## config.mk

```make
export PLATFORM = sky130hd
export DESIGN_NAME = spi_stat_irq
export DESIGN_NICKNAME = d
export VERILOG_FILES = /design/src/rtl/spi_stat_irq.sv
export SDC_FILE = /design/constraint.sdc
export NUM_CORES = 1
export LEC_CHECK = 0
export BUFFER_PORTS_ARGS = -buffer_cell sky130_fd_sc_hd__buf_4
export CORE_UTILIZATION = 43
export DETAILED_ROUTE_END_ITERATION = 12
export PLACE_DENSITY = 0.76
export SLEW_MARGIN = 20
export SYNTH_ARGS = -nofsm -noshare
export SYNTH_HDL_FRONTEND = slang
export SYNTH_SLANG_ARGS = --single-unit
export TNS_END_PERCENT = 30
```

## constraint.sdc

```tcl
create_clock -name clk -period 1.7 [get_ports clk]
set_input_delay 0.085 -clock clk [delete_from_list [all_inputs] [get_ports clk]]
set_output_delay 0.085 -clock clk [all_outputs]
set_load 0.05 [all_outputs]
```

## src/rtl/spi_stat_irq.sv

```systemverilog
module spi_stat_irq #(
  parameter int ADDR_W = 12,
  parameter int DW     = 32
) (
  input  logic              clk,
  input  logic              rst_n,
  input  logic              bus_wr,
  input  logic              bus_rd,
  input  logic [ADDR_W-1:0] bus_addr,
  input  logic [DW-1:0]     bus_wdata,
  output logic [DW-1:0]     bus_rdata,
  input  logic              tx_empty,
  input  logic              tx_full,
  output logic              tx_push,
  output logic [DW-1:0]     tx_data,
  input  logic              rx_empty,
  input  logic              rx_full,
  input  logic [DW-1:0]     rx_head,
  output logic              rx_pop,
  input  logic              rx_arrive,
  input  logic              xfer_done,
  output logic              fifo_clear,
  output logic [DW-1:0]     ctrl,
  output logic              irq
);
  localparam int IW = ADDR_W - 2;
  localparam logic [IW-1:0] I_RX   = IW'(0);
  localparam logic [IW-1:0] I_TX   = IW'(1);
  localparam logic [IW-1:0] I_CTRL = IW'(2);
  localparam logic [IW-1:0] I_IEN  = IW'(3);
  localparam logic [IW-1:0] I_STAT = IW'(4);
  localparam int B_OVF  = 6;
  localparam int B_DONE = 7;

  logic [DW-1:0] ctrl_q, ien_q, status, rd_mux;
  logic          ovf_q, done_q;

  wire [IW-1:0] idx     = bus_addr[ADDR_W-1:2];
  wire          aligned = (bus_addr[1:0] == 2'b00);
  wire          wr_ok   = bus_wr && aligned;
  wire          en      = ctrl_q[0];
  wire          wr_ctrl = wr_ok && (idx == I_CTRL);
  wire          wr_ien  = wr_ok && (idx == I_IEN);
  wire          wr_stat = wr_ok && (idx == I_STAT);

  assign fifo_clear = wr_ctrl && !bus_wdata[0];
  assign tx_push    = wr_ok && (idx == I_TX) && en && !tx_full;
  assign tx_data    = bus_wdata;
  assign rx_pop     = bus_rd && aligned && (idx == I_RX) && en && !rx_empty;
  assign ctrl       = ctrl_q;

  always_comb begin
    status         = '0;
    status[0]      = tx_empty;
    status[1]      = tx_full;
    status[3]      = !rx_empty;
    status[4]      = rx_full;
    status[B_OVF]  = ovf_q;
    status[B_DONE] = done_q;
  end

  always_comb begin
    rd_mux = '0;
    if (aligned) begin
      case (idx)
        I_RX:    rd_mux = rx_pop ? rx_head : '0;
        I_CTRL:  rd_mux = ctrl_q;
        I_IEN:   rd_mux = ien_q;
        I_STAT:  rd_mux = status;
        default: rd_mux = '0;
      endcase
    end
  end

  always_ff @(posedge clk) begin
    if (!rst_n) begin
      ctrl_q    <= '0;
      ien_q     <= '0;
      ovf_q     <= 1'b0;
      done_q    <= 1'b0;
      irq       <= 1'b0;
      bus_rdata <= '0;
    end else begin
      if (fifo_clear) begin
        ctrl_q <= '0;
        ien_q  <= '0;
        ovf_q  <= 1'b0;
        done_q <= 1'b0;
      end else begin
        if (wr_ctrl) ctrl_q <= bus_wdata;
        if (wr_ien)  ien_q  <= bus_wdata;
        ovf_q  <= (rx_arrive && rx_full) || (ovf_q && !(wr_stat && bus_wdata[B_OVF]));
        done_q <= xfer_done || (done_q && !(wr_stat && bus_wdata[B_DONE]));
      end
      irq <= |(status & ien_q);
      if (bus_rd) bus_rdata <= rd_mux;
    end
  end
endmodule


```

==> results of run 1 <==
## synthesized netlist by cell type, drive strengths merged, types with 6 or more instances
cell,number
buf,53
a32oi,6
a221o,26
a22oi,9
a22o,6
clkbuf,14
mux2i,26
a21oi,65
dfxtp,99
nand2,135
nor2,32
a221oi,6
## flip-flops by register name, summed over array words and instances (netlist names)
name,cells
done_q,1
bus_rdata,32
ien_q,32
irq,1
ctrl,32
ovf_q,1
## layer usage
layer  wire, microns  share of wire
met4             320          0.022
met2            7390           0.52
met1            5580           0.39
met3             973          0.068
met5               0              0
## stage by stage
| step | worst slack, ns | util | area [sq um] |
|---|---|---|---|
| CTS | 0.0318 | 0.670 | 6610 |
| finish | 0.0937 | 0.673 | 6640 |
| detailed placement | -0.113 | 0.591 | 5830 |
| global placement | -0.0793 | 0.591 | 5830 |
| global route | 0.0286 | 0.673 | 6640 |
| floorplan | -0.0166 | - | 4440 |
## power by group through the flow
stage	logic [W]	clock network, W	registers, W
after floorplan	0.000307	0	0.00238
after global placement	0.000544	0	0.00238
after detailed placement	0.000548	0	0.00238
after CTS	0.000656	0.00149	0.00232
after global routing	0.000699	0.00158	0.00232
final	0.000667	0.00146	0.00232
## placed cells by master, fill, tap and decap left out, types with 2 or more instances in the layout
cell type	instances
nor2_1	30
clkbuf_8	9
nor3_1	3
inv_1	3
a221oi_1	6
nand3_1	2
nand2_1	135
or4_4	2
a221o_2	6
a22oi_1	9
nand4_1	3
and4_1	2
o21ai_0	2
nor2_4	2
buf_4	212
buf_12	4
inv_8	2
dfxtp_1	98
a32oi_1	6
nor4_1	2
and4b_1	2
a21oi_1	65
dlygate4sd3_1	58
nor2b_1	2
a22o_1	6
clkinv_4	2
mux2i_1	26
a221o_1	20
## tightest hold or removal path, cell delays in order
cell     delay (ns)
buf_4          0.11
nand2_1        0.08
a21oi_1        0.06
## final timing paths
check,from,to
max,bus_addr[6],rx_pop
max reg2reg,ctrl[0],bus_rdata[7]
min reg2reg,ien_q[20],ien_q[20]
min,rx_arrive,ovf_q
## area by class of cell
class	instances	area, sq um
clock inverters	7	70.1
inverters	4	15.0
flip-flops and latches	99	1990
well taps	133	166
fillers	759	3230
repair buffers	275	2260
multi-input cells	346	2010
clock buffers	9	124
## kinds of logic after synthesis
| family | synth area share |
|---|---|
| simple gates | 0.195 |
| compound gates | 0.191 |
| buf+inv | 0.107 |
| flops | 0.447 |
| mux | 0.0588 |
## repair_timing
| action | CTS | global route |
|---|---|---|
| pin swaps | 1 | 1 |
| gates resized for setup | 2 | 2 |
| hold buffers | 58 | 0 |
| buffers inserted | 0 | 3 |
| endpoints found under the setup margin | 1 | 2 |
| hold endpoints to repair | 82 | 0 |
==> flow_summary.yaml, run 1 <==
power_and_ir_drop:
  leakage_nw: 2.74
  seqPwrFrac: 0.522
  p_int_w: 0.00321
  combPwrFrac: 0.150
  p_clk_frac: 0.328
  ir_drop_mv: 0.489
  p_per_area_nw_per_um2: 670
  switching_share: 0.278
  switchingPower_w: 0.00123
  power_w: 0.00445
placement:
  dp.cells: 797
  dpl.hpwl_mm: 9.88
  gp_congestion: 0.932
  portBuffers: 185
clock_network:
  cts_buffers: 9
  clkSlewWorstSetupHoldPaths_ns: 0.09
  cts_root_buf: "clkbuf_8"
  clock_latency_ns: 0.36
  cts_tree: "yes"
  h-tree-depth: 3
  clockBufferDepth: 2
  clock_sinks: 99
global_route:
  grt_pass1_vias: 4556
  met1_usage: 0.299
  grt_use_met3: 0.0524
  grtUsageMet2: 0.487
  grt_pass1_wl_mm: 21.6
  grt_use_total: 0.264
  antenna_found_initial: 0
  grt_overflow: 0
  top_usage_layer: "met2"
  grt_max_degree: 45
floorplanning:
  start_util: 0.449
  ios: 186
  fp-row-count: 36
  die_x_microns: 103
  core_sq_um: 9860
  die_y_microns: 103
  die_area_sq_um: 10700
synthesis:
  yosysSeqAreaShare: 0.447
  synth_ff_type: "dfxtp_1"
  avgSynthCellArea_sq_um: 8.58
  synthArstFlopShare: 0
  synth-edff-count: 0
  synth_top_area_frac: 0.447
  synth_area_leaders: "dfxtp_1 (45%), nand2_1 (11%), a21oi_1 (7.3%), mux2i_1 (5.9%), buf_4 (5.6%)"
  syn_nets: 602
  ys_types: 42
  synth_top_cell_by_area: "dfxtp_1"
  synth-seq-cells: 99
  yosysWarnings: 0
  syn_area_sq_um: 4430
  synth_cells: 516
critical_path:
  cp_num_buf_inv: 4
  cp_common_cell: "buf_4"
  crit_path_top_delay_cell: "or4_4"
  required_ns: 1.62
  cpPeakStageDelay_ns: 0.52
  critPathMaxFanout: 7
  r2r_cells: 6
  path_cells: "buf_4 > or4_4 > buf_4 > nor2_4 > buf_4 > and2_2 > buf_4"
  end_kind: "output port"
  critical_path.startpoint_type: "input pin"
  critPathKind: "input pin to output port"
  worst-path-stages: 7
  crit_family: "simple AND/OR/NAND/NOR gates"
  arrival_ns: 1.52
  reg2reg_setup_slack_ns: 0.31
status:
  outcome: "finished, final reports clean"
timing:
  skew_ns: 0.0129
  worstMarginPinSlew_ns: 0.692
  rsz0062_at_grt: "no"
  timing.slew.headroom: 0.538
  hold_viol_final: 0
  setup_violations: 0
  max_freq_mhz: 623
  tns_ns: 0
  layout_min_cycle_time_ns: 1.61
  period_share: 0.945
  whs_ns: 0.0305
  report.final.slew_viol_count: 0
min_path:
  min_path_cells: 3
  holdCritPathClass: "input pin to flip-flop"
route:
  wl_per_cell_microns: 16.3
  drt_iter0_drc: 205
  dr.pass1.iters: 5
  totalWireLength_mm: 14.3
  vias_per_cell: 5.30
  ant_nets: 0
  via_count: 4626
  drc: 0
finish:
  syn_to_final_growth_pct: 49.9
  nNetsFinal: 821
  drive_above_1_share: 0.338
  diodes: 0
  fin_cells: 873
run:
  max-cap-violations: 0
(Power assumes the default switching activity.)
==> inputs of run 2 (changes only) <==
REMOVE_ABC_BUFFERS = 1   (was not set)
==> run 2 against run 1 <==
Net effect:
- largest power group unchanged
- critical path depth decreased by 2
- sequential share of layout area increased by 0.24 points
- core utilization decreased by 0.53 points
- design area decreased by 0.79%
- largest cell class unchanged
- power increased by 0.42%
- combinational power decreased by 0.6%
- routed wire length decreased by 1.3%
- clock power about the same
- global-route usage decreased by 0.47 points
- critical endpoint is now fifo_clear
- register-to-register slack got worse by 0.02 ns
- via count decreased by 0.54%
==> flow_summary.yaml, run 2 (synthesized netlist as in run 1, its figures left out) <==
finish:
  layout_common_cells: "buf_4 (201), nand2_1 (135), dfxtp_1 (98)"
  diodes: 0
  nNetsFinal: 813
  register_area_sq_um: 1990
  layout.cells.most_common: "buf_4"
  drive_above_1_share: 0.325
  nFillCells: 784
  multiInputGateArea_sq_um: 2000
  final_util: 0.668
  syn_to_final_growth_pct: 48.7
floorplanning:
  die_x_microns: 103
  die_area_sq_um: 10700
  die_y_microns: 103
  core_sq_um: 9860
  ios: 186
  fp-row-count: 36
  start_util: 0.449
global_route:
  grt_use_total: 0.259
  antenna_found_initial: 0
  grtUsageMet2: 0.470
  grt_pass1_wl_mm: 21.1
  top_usage_layer: "met2"
  grt_pass1_vias: 4505
  grt_max_degree: 37
  grt_use_met3: 0.0504
  grt_overflow: 0
  met1_usage: 0.295
clock_network:
  clock_latency_ns: 0.36
  h-tree-depth: 3
  clock_sinks: 99
  cts_tree: "yes"
  post-cts-setup-buffers: 0
  clockBufferDepth: 2
  cts_root_buf: "clkbuf_8"
  cts_buffers: 9
  clkSlewWorstSetupHoldPaths_ns: 0.09
status:
  outcome: "finished, final reports clean"
power_and_ir_drop:
  p_int_w: 0.00333
  leakage_nw: 2.69
  switching_share: 0.254
  seqPwrFrac: 0.520
  ir_drop_mv: 0.369
  combPwrFrac: 0.149
  p_per_area_nw_per_um2: 678
  switchingPower_w: 0.00114
  p_clk_frac: 0.332
timing:
  rsz0062_at_grt: "no"
  timing.slew.headroom: 0.531
  layout_min_cycle_time_ns: 1.63
  max_freq_mhz: 615
  period_share: 0.957
  skew_ns: 0.00656
  hold_viol_final: 0
  tns_ns: 0
  setup_violations: 0
  worstMarginPinSlew_ns: 0.703
  report.final.slew_viol_count: 0
critical_path:
  end_kind: "output port"
  critPathKind: "input pin to output port"
  critical_path.startpoint_type: "input pin"
  required_ns: 1.62
  reg2reg_setup_slack_ns: 0.29
  critPathMaxFanout: 3
  arrival_ns: 1.54
placement:
  gp_congestion: 0.802
  portBuffers: 185
  dpl.hpwl_mm: 9.00
route:
  dr.pass1.iters: 5
  totalWireLength_mm: 14.1
  drt_iter0_drc: 135
  via_count: 4601
  drc: 0
  wl_per_cell_microns: 16.3
  ant_nets: 0
  vias_per_cell: 5.32
run:
  max-cap-violations: 0
min_path:
  holdCritPathClass: "input pin to flip-flop"
## run 2: power groups by stage
stage	Combinational, W	Clock, W	Sequential, W
3_3_place_gp	0.000534	0	0.00238
6_report	0.000663	0.00148	0.00232
5_1_grt	0.000694	0.00161	0.00232
3_5_place_dp	0.000541	0	0.00238
4_1_cts	0.000652	0.00149	0.00232
2_1_floorplan	0.0000723	0	0.00238
## run 2: area by class of cell
| class | count | share of cell area |
|---|---|---|
| clock buffers | 15 | 0.0283 |
| well taps | 133 | 0.0253 |
| repair buffers | 267 | 0.339 |
| multi-input cells | 346 | 0.303 |
| clock inverters | 1 | 0.000760 |
| inverters | 4 | 0.00228 |
| flip-flops and latches | 99 | 0.302 |
## run 2: worst paths after layout
| kind | startpoint | endpoint | cells past startpoint |
|---|---|---|---|
| max reg2reg | ctrl[0] | bus_rdata[31] | 5 |
| min reg2reg | ien_q[24] | ien_q[24] | 2 |
| min | bus_wdata[0] | ien_q[0] | 3 |
| max | bus_addr[6] | fifo_clear | 5 |
## run 2: stage by stage
stage,area (sq um),hold WS (ns),power (W),setup WS (ns),std cells
6_report,6590,0.0235,0.00446,0.0727,865
4_1_cts,6580,0.00748,0.00446,0.0339,865
5_1_grt,6590,0.0267,0.00462,0.00339,865
3_5_place_dp,5780,0.312,0.00292,-0.186,789
2_1_floorplan,3970,0.170,0.00245,-1.83,449
3_3_place_gp,5780,0.307,0.00291,-0.132,789
## run 2: critical path: stages
cell	delay [ns]
buf_4	0.12
or4_4	0.54
or3_4	0.42
nor3_2	0.15
buf_4	0.22
## run 2: timing repair
item / 4_1_cts / 5_1_grt
setup endpoints to repair: 2 / 2
endpoints found under the hold margin: 87 / 0
pin swaps: 0 / 0
hold buffers: 60 / 0
gates resized for setup: 2 / 2
## run 2: metal layers
| layer | vias to the layer above | share of wire |
|---|---|---|
| li1 | 2199 | - |
| met1 | 2139 | 0.40 |
| met2 | 234 | 0.50 |
| met3 | 29 | 0.084 |
| met4 | 0 | 0.022 |
| met5 | - | 0 |
==> inputs of run 3 (changes only) <==
CORE_UTILIZATION = 52   (was 43)
PLACE_DENSITY = 0.86   (was 0.76)
clock period = 2 ns   (was 1.7 ns; I/O delays follow)
==> run 3 against run 2 <==
Net effect:
- global-route usage grew 3.6 points
- highest routed layer unchanged
- final cell count down 7.4%
- via count fell by 1.3%
- setup slack improved by 0.18 ns
- core utilization increased by 8.1 points
- first-iteration DRC count rose by 88%
- sequential share of layout area up 2.1 points
==> flow_summary.yaml, run 3 (synthesized netlist as in run 1, its figures left out) <==
power_and_ir_drop:
  leakage_nw: 2.53
  p_clk_frac: 0.339
  ir_drop_mv: 0.470
  switchingPower_w: 0.000944
  combPwrFrac: 0.134
  p_per_area_nw_per_um2: 610
  switching_share: 0.252
  seqPwrFrac: 0.527
  p_int_w: 0.00280
critical_path:
  critPathMaxFanout: 4
  critical_path.startpoint_type: "input pin"
  required_ns: 1.90
  critPathKind: "input pin to output port"
  crit_path_top_delay_cell: "or4_4"
  end_kind: "output port"
  path_cells: "buf_4 > or4_4 > or3_1 > nor3_1 > buf_4"
  reg2reg_setup_slack_ns: 0.58
  cp_common_cell: "buf_4"
  r2r-end: "bus_rdata[16]"
  cpPeakStageDelay_ns: 0.54
  r2r_start: "ctrl[0]"
  arrival_ns: 1.65
  r2r_cells: 5
timing:
  rsz0062_at_grt: "no"
  report.final.slew_viol_count: 0
  timing.slew.headroom: 0.548
  whs_ns: 0.00873
  hold_viol_final: 0
  layout_min_cycle_time_ns: 1.75
  skew_ns: 0.0133
  tns_ns: 0
  setup_slack_ns: 0.254
  setup_violations: 0
  period_share: 0.873
  worstMarginPinSlew_ns: 0.673
  max_freq_mhz: 573
min_path:
  hp-start: "bus_wdata[13]"
  min_path_cells: 3
  min_to: "ien_q[13]"
  holdCritPathClass: "input pin to flip-flop"
route:
  via_count: 4540
  wl_per_cell_microns: 16.5
  drc: 0
  ant_nets: 0
  dr.pass1.iters: 5
  vias_per_cell: 5.67
  totalWireLength_mm: 13.2
  drt_iter0_drc: 254
global_route:
  top_usage_layer: "met2"
  antenna_found_initial: 0
  grt_use_total: 0.296
  grt_pass1_wl_mm: 20.5
  grt_overflow: 0
  grt_pass1_vias: 4284
  grtUsageMet2: 0.518
  grt_use_met3: 0.0421
  grt_max_degree: 52
  met1_usage: 0.367
floorplanning:
  fp-row-count: 33
  ios: 186
  die_area_sq_um: 8890
  start_util: 0.539
  die_y_microns: 94.3
  core_sq_um: 8220
  die_x_microns: 94.3
clock_network:
  cts_buffers: 9
  cts_tree: "yes"
  clock_sinks: 99
  post-cts-setup-buffers: 0
  h-tree-depth: 3
  clkSlewWorstSetupHoldPaths_ns: 0.10
  cts_root_buf: "clkbuf_8"
  clockBufferDepth: 2
  clock_latency_ns: 0.35
finish:
  nNetsFinal: 779
  drive_above_1_share: 0.335
  layout.cells.most_common: "buf_4"
  syn_to_final_growth_pct: 38.8
  layout_common_cells: "buf_4 (204), nand2_1 (135), dfxtp_1 (99)"
  diodes: 0
  final_cell_area_sq_um: 6150
status:
  outcome: "finished, final reports clean"
placement:
  portBuffers: 185
  gp_congestion: 0.859
  dpl_cell_area_sq_um: 5690
  post-place-ws_ns: 0.0943
  dpl.hpwl_mm: 9.12
run:
  max-cap-violations: 0
-- run 3: cell types whose count changed in the layout (fill, tap and decap cells not counted), moves of 3 or more --
cell	before	now
buf_12	6	2
buf_4	201	204
clkbuf_8	13	10
dlygate4sd3_1	60	27
-- run 3: critical path: cells and delay by family --
kind | cells | cell delay (ns)
buffers and inverters | 2 | 0.34
and+or+nand+nor | 3 | 1.19
-- run 3: cell type report --
class	count	area (sq um)
timing repair buffer	233	1840
tap	105	131
multi-input combinational	346	1990
sequential	99	1980
clock buffer	11	141
clock inverter	3	48.8
fill	603	2070
inverter	4	15.0
-- run 3: what timing repair did --
item	CTS	global route
hold buffers	26	1
hold endpoints to repair	26	1
gates resized for setup	0	0
-- run 3: power by group through the flow --
stage / Sequential, W / Clock [W] / Combinational, W
4_1_cts: 0.00197 / 0.00129 / 0.000496
6_report: 0.00197 / 0.00127 / 0.000504
3_5_place_dp: 0.00202 / 0 / 0.000454
3_3_place_gp: 0.00202 / 0 / 0.000448
5_1_grt: 0.00198 / 0.00138 / 0.000524
2_1_floorplan: 0.00202 / 0 / 0.0000615
-- run 3: layer usage --
metal | share of wire | wire (microns) | vias up
met3 | 0.083 | 1100 | 21
met1 | 0.39 | 5220 | 2132
met4 | 0.015 | 193 | 0
met2 | 0.51 | 6710 | 259
met5 | 0 | 0 | -
li1 | - | - | 2128
-- run 3: stage by stage --
stage / cells / util / total power, W
after CTS: 800 / 0.747 / 0.00376
after detailed placement: 760 / 0.692 / 0.00247
after floorplan: 449 / - / 0.00208
final: 801 / 0.748 / 0.00375
after global placement: 760 / 0.692 / 0.00247
after global routing: 801 / 0.748 / 0.00388
-- run 3: worst max path at each step --
stage,from,to,slack (ns),depth (start not counted)
after floorplan,bus_addr[6],ctrl[0],-1.54,4
after global placement,bus_addr[6],ctrl[0],0.13,6
after detailed placement,bus_addr[6],ien_q[12],0.09,6
after CTS,bus_addr[6],fifo_clear,0.25,5
after global routing,ctrl[0],rx_pop,0.20,5
final,bus_addr[6],fifo_clear,0.25,5
